$ cat src/rtl/bank_ctl_pkg.sv
package bank_ctl_pkg;

    localparam int BANK_W = 2;
    localparam int ADDR_W = 13;
    localparam int COL_W  = 11;
    localparam int AP_BIT = 10;

    typedef enum logic [2:0] {
        OP_NOP, OP_ACT, OP_RD, OP_WR, OP_PRE, OP_REF, OP_MRS, OP_OTHER
    } op_e;

    typedef enum logic [1:0] {
        BK_IDLE, BK_OPEN, BK_CLOSING
    } bank_st_e;

    typedef struct packed {
        op_e                op;
        logic [BANK_W-1:0]  bank;
        logic [ADDR_W-1:0]  addr;
    } cmd_t;

    // pins ordered {cs_n, ras_n, cas_n, we_n}
    function automatic op_e decode_op(input logic [3:0] pins);
        if (pins[3]) return OP_NOP;
        case (pins[2:0])
            3'b011:  return OP_ACT;
            3'b101:  return OP_RD;
            3'b100:  return OP_WR;
            3'b010:  return OP_PRE;
            3'b111:  return OP_NOP;
            3'b001:  return OP_REF;
            3'b000:  return OP_MRS;
            default: return OP_OTHER;
        endcase
    endfunction

    // clocks of data for the selected burst (two beats per clock)
    function automatic logic [2:0] burst_clocks(input logic [1:0] sel);
        case (sel)
            2'b11:   return 3'd4;
            2'b10:   return 3'd2;
            default: return 3'd1;
        endcase
    endfunction

    function automatic logic [COL_W-1:0] column_of(input logic [ADDR_W-1:0] a);
        return {a[11], a[9:0]};
    endfunction

endpackage

$ cat src/rtl/bank_cmd_decode.sv
module bank_cmd_decode
    import bank_ctl_pkg::*;
(
    input  logic              cs_n,
    input  logic              ras_n,
    input  logic              cas_n,
    input  logic              we_n,
    input  logic [BANK_W-1:0] bank,
    input  logic [ADDR_W-1:0] addr,
    output cmd_t              cmd
);
    always_comb begin
        cmd.op   = decode_op({cs_n, ras_n, cas_n, we_n});
        cmd.bank = bank;
        cmd.addr = addr;
    end
endmodule

$ cat src/rtl/bank_fsm.sv
module bank_fsm
    import bank_ctl_pkg::*;
#(
    parameter int T_RCD = 3,
    parameter int T_RP  = 3,
    parameter int TW    = 3
) (
    input  logic              clk,
    input  logic              rst,
    input  logic              do_act,
    input  logic              do_close_after,
    input  logic              do_pre,
    input  logic [ADDR_W-1:0] row_in,
    input  logic [2:0]        burst_clks,
    output bank_st_e          st,
    output logic              ready,
    output logic [ADDR_W-1:0] row_q
);
    logic [TW-1:0] timer;

    assign ready = (timer == '0) && (st != BK_CLOSING);

    always_ff @(posedge clk) begin
        if (rst) begin
            st    <= BK_IDLE;
            timer <= '0;
            row_q <= '0;
        end else begin
            if (timer != '0) timer <= timer - 1'b1;
            unique case (st)
                BK_IDLE: begin
                    if (do_act) begin
                        st    <= BK_OPEN;
                        row_q <= row_in;
                        timer <= TW'(T_RCD - 1);
                    end
                end
                BK_OPEN: begin
                    if (do_pre) begin
                        st    <= BK_IDLE;
                        timer <= TW'(T_RP - 1);
                    end else if (do_close_after) begin
                        st    <= BK_CLOSING;
                        timer <= TW'(burst_clks - 3'd1);
                    end
                end
                BK_CLOSING: begin
                    if (timer == '0) begin
                        st    <= BK_IDLE;
                        timer <= TW'(T_RP - 1);
                    end
                end
                default: st <= BK_IDLE;
            endcase
        end
    end
endmodule

$ cat src/rtl/bank_row_ctl.sv
module bank_row_ctl
    import bank_ctl_pkg::*;
#(
    parameter int T_RCD = 3,
    parameter int T_RP  = 3
) (
    input  logic                         clk,
    input  logic                         rst,
    input  logic                         cs_n,
    input  logic                         ras_n,
    input  logic                         cas_n,
    input  logic                         we_n,
    input  logic [BANK_W-1:0]            bank,
    input  logic [ADDR_W-1:0]            addr,
    input  logic [1:0]                   burst_sel,
    output logic [(1<<BANK_W)-1:0]       bank_open,
    output logic [(1<<BANK_W)*ADDR_W-1:0] open_row,
    output logic                         cmd_ok,
    output logic                         cmd_bad,
    output logic                         col_valid,
    output logic                         col_write,
    output logic [BANK_W-1:0]            col_bank,
    output logic [COL_W-1:0]             col_addr,
    output logic                         col_autopre
);
    localparam int NB   = 1 << BANK_W;
    localparam int TMAX = (T_RCD > T_RP) ? ((T_RCD > 4) ? T_RCD : 4)
                                         : ((T_RP  > 4) ? T_RP  : 4);
    localparam int TW   = $clog2(TMAX + 1);

    cmd_t        cmd;
    bank_st_e    st    [NB];
    logic [NB-1:0] ready;
    logic [NB-1:0] do_act, do_close_after, do_pre;
    logic        legal, bank_cmd, is_col;
    logic [2:0]  bclks;

    assign bclks = burst_clocks(burst_sel);

    bank_cmd_decode u_dec (
        .cs_n(cs_n), .ras_n(ras_n), .cas_n(cas_n), .we_n(we_n),
        .bank(bank), .addr(addr), .cmd(cmd)
    );

    always_comb begin
        bank_cmd = 1'b0;
        legal    = 1'b0;
        unique case (cmd.op)
            OP_ACT: begin
                bank_cmd = 1'b1;
                legal    = (st[cmd.bank] == BK_IDLE) && ready[cmd.bank];
            end
            OP_RD, OP_WR: begin
                bank_cmd = 1'b1;
                legal    = (st[cmd.bank] == BK_OPEN) && ready[cmd.bank];
            end
            OP_PRE: begin
                bank_cmd = 1'b1;
                legal    = cmd.addr[AP_BIT] ? (&ready) : ready[cmd.bank];
            end
            default: ;
        endcase
    end

    assign is_col = (cmd.op == OP_RD) || (cmd.op == OP_WR);

    for (genvar i = 0; i < NB; i++) begin : g_bank
        logic hit;
        logic [ADDR_W-1:0] row_i;
        assign hit = (cmd.bank == BANK_W'(i));
        assign do_act[i]         = legal && (cmd.op == OP_ACT) && hit;
        assign do_close_after[i] = legal && is_col && cmd.addr[AP_BIT] && hit;
        assign do_pre[i]         = legal && (cmd.op == OP_PRE) && (cmd.addr[AP_BIT] || hit);

        bank_fsm #(.T_RCD(T_RCD), .T_RP(T_RP), .TW(TW)) u_fsm (
            .clk(clk), .rst(rst),
            .do_act(do_act[i]), .do_close_after(do_close_after[i]), .do_pre(do_pre[i]),
            .row_in(cmd.addr), .burst_clks(bclks),
            .st(st[i]), .ready(ready[i]), .row_q(row_i)
        );

        assign bank_open[i] = (st[i] != BK_IDLE);
        assign open_row[i*ADDR_W +: ADDR_W] = row_i;
    end

    always_ff @(posedge clk) begin
        if (rst) begin
            cmd_ok      <= 1'b0;
            cmd_bad     <= 1'b0;
            col_valid   <= 1'b0;
            col_write   <= 1'b0;
            col_bank    <= '0;
            col_addr    <= '0;
            col_autopre <= 1'b0;
        end else begin
            cmd_ok    <= bank_cmd && legal;
            cmd_bad   <= bank_cmd && !legal;
            col_valid <= is_col && legal;
            if (is_col && legal) begin
                col_write   <= (cmd.op == OP_WR);
                col_bank    <= cmd.bank;
                col_addr    <= column_of(cmd.addr);
                col_autopre <= cmd.addr[AP_BIT];
            end
        end
    end
endmodule

$ cat config.mk
export PLATFORM = sky130hd
export DESIGN_NAME = bank_row_ctl
export DESIGN_NICKNAME = d
export VERILOG_FILES = /design/src/rtl/bank_ctl_pkg.sv /design/src/rtl/bank_cmd_decode.sv /design/src/rtl/bank_fsm.sv /design/src/rtl/bank_row_ctl.sv
export SDC_FILE = /design/constraint.sdc
export NUM_CORES = 1
export LEC_CHECK = 0
export ABC_AREA = 1
export BUFFER_PORTS_ARGS = -buffer_cell sky130_fd_sc_hd__clkbuf_2
export CORE_ASPECT_RATIO = 1.1
export CORE_MARGIN = 2
export CORE_UTILIZATION = 45
export CTS_CLUSTER_SIZE = 8
export DETAILED_ROUTE_END_ITERATION = 8
export PLACE_DENSITY = 0.69
export SLEW_MARGIN = 20
export SYNTH_ARGS = -nofsm -noshare
export SYNTH_HDL_FRONTEND = slang
export SYNTH_SLANG_ARGS = --single-unit
$ cat constraint.sdc
create_clock -name clk -period 2.8 [get_ports clk]
set_input_delay 0.14 -clock clk [delete_from_list [all_inputs] [get_ports clk]]
set_output_delay 0.14 -clock clk [all_outputs]
set_load 0.02 [all_outputs]
==> results of run 1 <==
[worst max path at each step]
stage,startpoint,to,slack (ns),depth (start not counted)
floorplan,g_bank[2].u_fsm.timer[0],g_bank[0].u_fsm.timer[0],0.81,17
global placement,g_bank[0].u_fsm.timer[0],g_bank[3].u_fsm.row_q[3],0.43,14
detailed placement,g_bank[0].u_fsm.timer[1],g_bank[3].u_fsm.row_q[7],0.29,14
CTS,g_bank[0].u_fsm.timer[1],g_bank[3].u_fsm.row_q[7],0.28,14
global route,g_bank[0].u_fsm.timer[1],g_bank[2].u_fsm.row_q[4],0.08,14
finish,g_bank[0].u_fsm.timer[1],g_bank[2].u_fsm.row_q[1],0.36,14
[layer usage]
layer / GRT usage / vias to the layer above / part of all wire
met3: 0.0348 / 24 / 0.053
li1: - / 1974 / -
met5: 0 / - / 0
met4: 0.112 / 0 / 0.032
met1: 0.258 / 1667 / 0.44
met2: 0.348 / 104 / 0.47
[registers in the layout, indices dropped and copies added (netlist names), 2 cells and up]
name / count
col_addr: 11
col_bank: 2
g_bank.u_fsm.row_q: 52
g_bank.u_fsm.st: 8
g_bank.u_fsm.timer: 12
[synth_stat cells (all sizes together)]
cell,instances
nand2,85
o211ai,4
dfxtp,90
a21oi,75
o21ai,77
ha,12
o311ai,1
buf,16
inv,108
a21boi,2
nand3,18
nand4,5
clkbuf,10
o21bai,1
nor2,50
o2111ai,3
xnor2,4
nor3,6
[cell families after synthesis]
group                    after synthesis  share of synthesized area
adder cells (fa/ha/maj)               12                     0.0365
AO/OA/AOI/OAI                        163                      0.208
XOR/XNOR                               4                    0.00851
AND/OR/NAND/NOR                      164                      0.172
buffers and inverters                134                      0.137
flip-flops                            90                      0.438
[cell type report]
| cell class | count | share of cell area |
|---|---|---|
| Clock buffer | 11 | 0.0292 |
| Sequential cell | 90 | 0.373 |
| Timing Repair Buffer | 102 | 0.109 |
| Multi-Input combinational cell | 343 | 0.364 |
| Tap cell | 114 | 0.0295 |
| Inverter | 108 | 0.0841 |
| Clock inverter | 4 | 0.0109 |
[worst min-delay path: cells and delay by family]
kind / cells / cell delay (ns)
buf+inv: 1 / 0.12
compound gates: 2 / 0.19
[what timing repair did]
action / CTS / global route
hold buffers: 1 / 0
endpoints found under the hold margin: 1 / 0
setup endpoints to repair: 0 / 4
gates resized for setup: 0 / 3
[power breakdown]
part	internal (mW)	leakage, nW	switching [mW]	total, mW
Sequential	1.37	0.728	0.0441	1.41
Combinational	0.363	1.37	0.573	0.935
Clock	0.435	0.0994	0.452	0.886
Total	2.17	2.20	1.07	3.24
[through the flow]
step | std cells | power [mW] | utilization | setup slack [ns]
after floorplan | 567 | 2.17 | - | 0.809
after global placement | 756 | 2.33 | 0.520 | 0.425
after detailed placement | 756 | 2.38 | 0.520 | 0.287
after CTS | 772 | 3.26 | 0.543 | 0.277
after global routing | 772 | 3.47 | 0.545 | 0.0812
final | 772 | 3.24 | 0.545 | 0.364
[placed cells by master, fill, tap and decap left out]
master	count
a21boi_0	1
a21boi_1	1
a21oi_1	74
a21oi_2	1
buf_4	5
bufinv_16	1
clkbuf_1	1
clkbuf_2	96
clkbuf_8	10
clkinv_2	2
clkinv_4	2
dfxtp_1	90
dlygate4sd3_1	1
ha_1	12
inv_1	104
inv_2	3
nand2_1	82
nand2_2	2
nand2_4	1
nand3_1	14
nand3_2	3
nand3_4	1
nand4_1	4
nand4_2	1
nor2_1	48
nor2_2	2
nor3_1	5
nor3_4	1
o2111ai_1	3
o211ai_1	4
o21ai_0	76
o21ai_1	1
o21bai_2	1
o311ai_1	1
xnor2_1	4
==> metrics.md, run 1 <==
| Metric | Value |
|---|---|
| Status | `completed` |
| Top cell type by total area after synthesis | `dfxtp_1` |
| DIE WIDTH | `95.2 µm` |
| Drt initial violations | `119` |
| Avg WL per Cell | `13.2 µm` |
| Worst reg2reg path depth | `14` |
| Critical Path, Cell by Cell | `inv_1 > ha_1 > inv_1 > nor2_2 > nand2_1 > nor2_1 > nand2_1 > a21oi_2 > nand2_2 > nand2_4 > nand3_1 > buf_4 > o21ai_0 > a21oi_1` |
| Drt via density | `4.88` |
| Hold Slack | `0.125 ns` |
| Slowest CP cell | `dfxtp_1` |
| Minimum clock period | `2.44 ns` |
| Synth unique cells | `29` |
| Buf+Inv Stages, Crit Path | `3` |
| Multi-input gate area | `1760 µm²` |
| Vias | `3769` |
| Die Span Y | `104 µm` |
| Hold Vio Cnt, Final | `0` |
| H-tree depth | `3` |
| Syn Inst Count | `567` |
| RSZ-0062 raised after global routing | `false` |
| CP Class | `flip-flop to flip-flop` |
| Post-CTS Setup Inserts | `0` |
| Worst Hold Class | `input port to flip-flop` |
| Port buffer count | `96` |
| Drt pass-1 iters | `4` |
| Crit path DAT | `2.68 ns` |
| Yosys Warn Count | `0` |
| PwrDens | `669 nW/µm²` |
| Placeable Area | `8870 µm²` |
| CTS Buf Count | `9` |
| Post-route cell area | `4830 µm²` |
| Drt drc | `0` |
| CP Capture Type | `flip-flop` |
| Gpl congestion | `0.903` |
| Worst-path maximum fanout | `26` |
| # nets final | `689` |
| CTS max path bufs | `2` |
| GRT Total Usage | `0.211` |
| Worst path required time | `3.04 ns` |
| LEAKAGE | `2.20 nW` |
| Post-DP HPWL | `7.52 mm` |
| Yosys top cell area share | `0.438` |
| Reg-to-reg slack, setup | `0.36 ns` |
| Reg-to-Reg Start | `g_bank[0].u_fsm.timer[1]` |
| Setup crit start kind | `flip-flop` |
| Total nets after synthesis | `602` |
| Critical R2R Capture | `g_bank[2].u_fsm.row_q[1]` |
| Seq/Total Area, Yosys | `0.438` |
| Slew @ Worst Pin | `0.525 ns` |
| Worst-Skew Late Latency | `0.35 ns` |
| Clk pin slew, worst setup/hold paths | `0.09 ns` |
| Clock Sinks | `90` |
| Register Area | `1800 µm²` |
| Root Driver | `clkbuf_8` |
| Initial Utilization | `0.464` |
| ANT cells | `0` |
| Min-Delay Startpoint | `addr[12]` |
| ANT nets after route | `0` |
| # IOs | `97` |
| Family with the most delay on the worst path | `simple AND/OR/NAND/NOR gates` |
| Final setup skew | `0.00898 ns` |
| Ranking of synthesized cells by area | `dfxtp_1 (44%), inv_1 (9.5%), o21ai_0 (9.2%)` |
| Initial antenna violation count | `0` |
| Syn_area_per_cell | `7.26 µm²` |
| Post-Route WL | `10.2 mm` |
| Register bit total from synthesis | `90` |
| # rows | `36` |
| WHS Path Cells | `3` |
| Final Setup Violations | `0` |
| Fill cells | `888` |
| Largest net degree at the start of global routing | `68` |
| Share of cells above drive strength 1 | `0.201` |
| Final Cycle Share | `0.870` |
| P&R area growth vs syn | `17.4%` |
| Pins Over Slew Limit | `0` |
| Die area | `9930 µm²` |
| Dpl cell area | `4620 µm²` |
| Hold endpoint | `g_bank[1].u_fsm.row_q[12]` |
| Vias in the first global route | `3555` |
| Gr ovfl total | `0` |
| CTS tree | `yes` |
| First-pass GRT wire length | `16.6 mm` |
| Maximum vdd ir drop | `0.000358 V` |
| Setup TNS | `0 ns` |
| Post-synthesis cell area | `4120 µm²` |
| Max-Cap Viols | `0` |
| Crit-path max cell delay | `0.32 ns` |
| Slew HR | `0.650` |
| Max Fclk | `410 MHz` |
No activity file was read; power rests on OpenSTA's default activity.
==> run 2, diff against run 1 <==
--- a/config.mk
+++ b/config.mk
@@ -9,10 +9,11 @@
 export BUFFER_PORTS_ARGS = -buffer_cell sky130_fd_sc_hd__clkbuf_2
 export CORE_ASPECT_RATIO = 1.1
 export CORE_MARGIN = 2
-export CORE_UTILIZATION = 45
+export CORE_UTILIZATION = 28
 export CTS_CLUSTER_SIZE = 8
 export DETAILED_ROUTE_END_ITERATION = 8
-export PLACE_DENSITY = 0.69
+export PLACE_DENSITY = 0.47
+export RECOVER_POWER = 25
 export SLEW_MARGIN = 20
 export SYNTH_ARGS = -nofsm -noshare
 export SYNTH_HDL_FRONTEND = slang
==> metrics.md, run 2 (synthesis gave the netlist of run 1 again) <==
| Metric | Value |
|---|---|
| Setup TNS | `0 ns` |
| Family with the most delay on the worst path | `simple AND/OR/NAND/NOR gates` |
| H-tree depth | `3` |
| Vias | `3895` |
| ANT nets after route | `0` |
| DIE WIDTH | `120 µm` |
| Die area | `15700 µm²` |
| Commonest non-fill, non-tap cell in the layout | `inv_1` |
| Maximum vdd ir drop | `0.000263 V` |
| Gpl congestion | `0.887` |
| Worst reg2reg path depth | `14` |
| CP Capture Type | `flip-flop` |
| P&R area growth vs syn | `22.6%` |
| Slowest CP cell | `dfxtp_1` |
| Initial antenna violation count | `0` |
| Largest net degree at the start of global routing | `55` |
| CTS tree | `yes` |
| Critical R2R Capture | `g_bank[2].u_fsm.row_q[1]` |
| Clock Sinks | `90` |
| CTS Buf Count | `9` |
| Initial Utilization | `0.286` |
| Worst-Skew Late Latency | `0.34 ns` |
| Crit. Startpoint | `g_bank[3].u_fsm.timer[0]` |
| Drt drc | `0` |
| CP Class | `flip-flop to flip-flop` |
| Fill cells | `1601` |
| Slew @ Worst Pin | `0.670 ns` |
| Setup crit start kind | `flip-flop` |
| Drt initial violations | `253` |
| Multi-input gate area | `1760 µm²` |
| Die Span Y | `131 µm` |
| Worst path required time | `3.02 ns` |
| Status | `completed` |
| CTS max path bufs | `2` |
| Hold Vio Cnt, Final | `0` |
| Reg-to-Reg Start | `g_bank[3].u_fsm.timer[0]` |
| Final Setup Violations | `0` |
| Crit path depth | `14` |
| Min-Delay Startpoint | `addr[3]` |
| Drt via density | `4.56` |
| # IOs | `97` |
| Final setup skew | `0.00458 ns` |
| Worst-path maximum fanout | `27` |
| Hold endpoint | `col_addr[3]` |
| Gr ovfl total | `0` |
| Dpl cells | `837` |
| Buf+Inv Stages, Crit Path | `3` |
| Avg WL per Cell | `13.5 µm` |
| Slew HR | `0.553` |
| Pins Over Slew Limit | `0` |
| Top Registers | `g_bank.u_fsm.row_q x52, g_bank.u_fsm.timer x12, col_addr x11` |
| Placeable Area | `14400 µm²` |
| Post-Route WL | `11.6 mm` |
| Max-Cap Viols | `0` |
| Drt pass-1 iters | `6` |
| Port buffer count | `96` |
| Final std cells w/o fill | `854` |
| GRT Total Usage | `0.148` |
| Max Fclk | `419 MHz` |
| Max reg flops | `52` |
| Design Power | `3.69 mW` |
| Post-route cell area | `5050 µm²` |
| Post-CTS Setup Inserts | `0` |
| ANT cells | `0` |
| # nets final | `692` |
| Clk pin slew, worst setup/hold paths | `0.07 ns` |
| Worst Hold Class | `input port to flip-flop` |
| Most frequent cells in the layout | `inv_1 (104), dfxtp_1 (90), nand2_1 (82), o21ai_0 (76), a21oi_1 (74)` |
| Minimum clock period | `2.39 ns` |
| Top reg by flops | `g_bank.u_fsm.row_q` |
| Share of cells above drive strength 1 | `0.147` |
| Root Driver | `clkbuf_16` |
| Register Area | `1800 µm²` |
| # rows | `46` |
| Vias in the first global route | `3651` |
| Critical Path, Cell by Cell | `inv_1 > ha_1 > inv_1 > nor2_1 > nand2_1 > nor2_1 > nand2_1 > a21oi_2 > nand2_2 > nand2_4 > nand3_1 > buf_4 > o21ai_0 > a21oi_1` |
| Dpl cell area | `4750 µm²` |
| Final Cycle Share | `0.853` |
| RSZ-0062 raised after global routing | `false` |
| First-pass GRT wire length | `18.5 mm` |
| Reg-to-reg slack, setup | `0.41 ns` |
| WHS Path Cells | `3` |
| Post-DP HPWL | `8.41 mm` |
| PwrDens | `730 nW/µm²` |
| LEAKAGE | `2.13 nW` |
| Crit-path max cell delay | `0.30 ns` |
| Hold Slack | `0.147 ns` |
| Crit path DAT | `2.61 ns` |
run 2: cell types whose count changed in the layout (fill, tap and decap cells not counted), moves of 2 or more:
cell        change
buf_4           +2
clkbuf_8       -10
clkinv_4        -2
clkbuf_2       -40
clkbuf_16       +9
clkinvlp_4      +2
clkbuf_1       +39
run 2: timing repair:
item | CTS | global route
endpoints found under the hold margin | 1 | 0
endpoints found under the setup margin | 0 | 17
hold buffers | 1 | 0
gates resized for setup | 0 | 2
run 2: worst max path at each step:
stage / endpoint / slack, ns
final: g_bank[2].u_fsm.row_q[1] / 0.41
after global routing: g_bank[2].u_fsm.row_q[1] / 0.06
after CTS: g_bank[3].u_fsm.row_q[11] / 0.16
after detailed placement: g_bank[3].u_fsm.row_q[11] / 0.16
after global placement: g_bank[3].u_fsm.row_q[11] / 0.24
after floorplan: g_bank[0].u_fsm.timer[0] / 0.81
run 2: stage by stage:
stage	setup WS, ns	util
6_report	0.411	0.351
5_1_grt	0.0621	0.351
3_3_place_gp	0.235	0.330
3_5_place_dp	0.164	0.330
2_1_floorplan	0.809	-
4_1_cts	0.159	0.353
run 2: layout make-up:
type	instances	area share
clock buffer	9	0.0446
clock inverter	7	0.0198
inverter	108	0.0803
multi-input combinational	343	0.349
sequential	90	0.357
tap	192	0.0476
timing repair buffer	105	0.102
run 2: power by group:
| part | switching [mW] | total [mW] | internal (mW) |
|---|---|---|---|
| sequential | 0.0411 | 1.41 | 1.37 |
| clock | 0.542 | 1.33 | 0.790 |
| combinational | 0.579 | 0.941 | 0.362 |
| total | 1.16 | 3.69 | 2.52 |
run 2: layer usage:
layer | up-vias | wire [µm] | track usage
met5 | - | 0 | 0
met4 | 0 | 201 | 0.0569
met3 | 16 | 561 | 0.0313
met2 | 102 | 5410 | 0.247
met1 | 1791 | 5390 | 0.186
li1 | 1986 | - | -
run 2: tightest hold or removal path, stage by stage:
cell	delay (ns)
clkbuf_2	0.13
o21ai_0	0.10
nor2_1	0.08
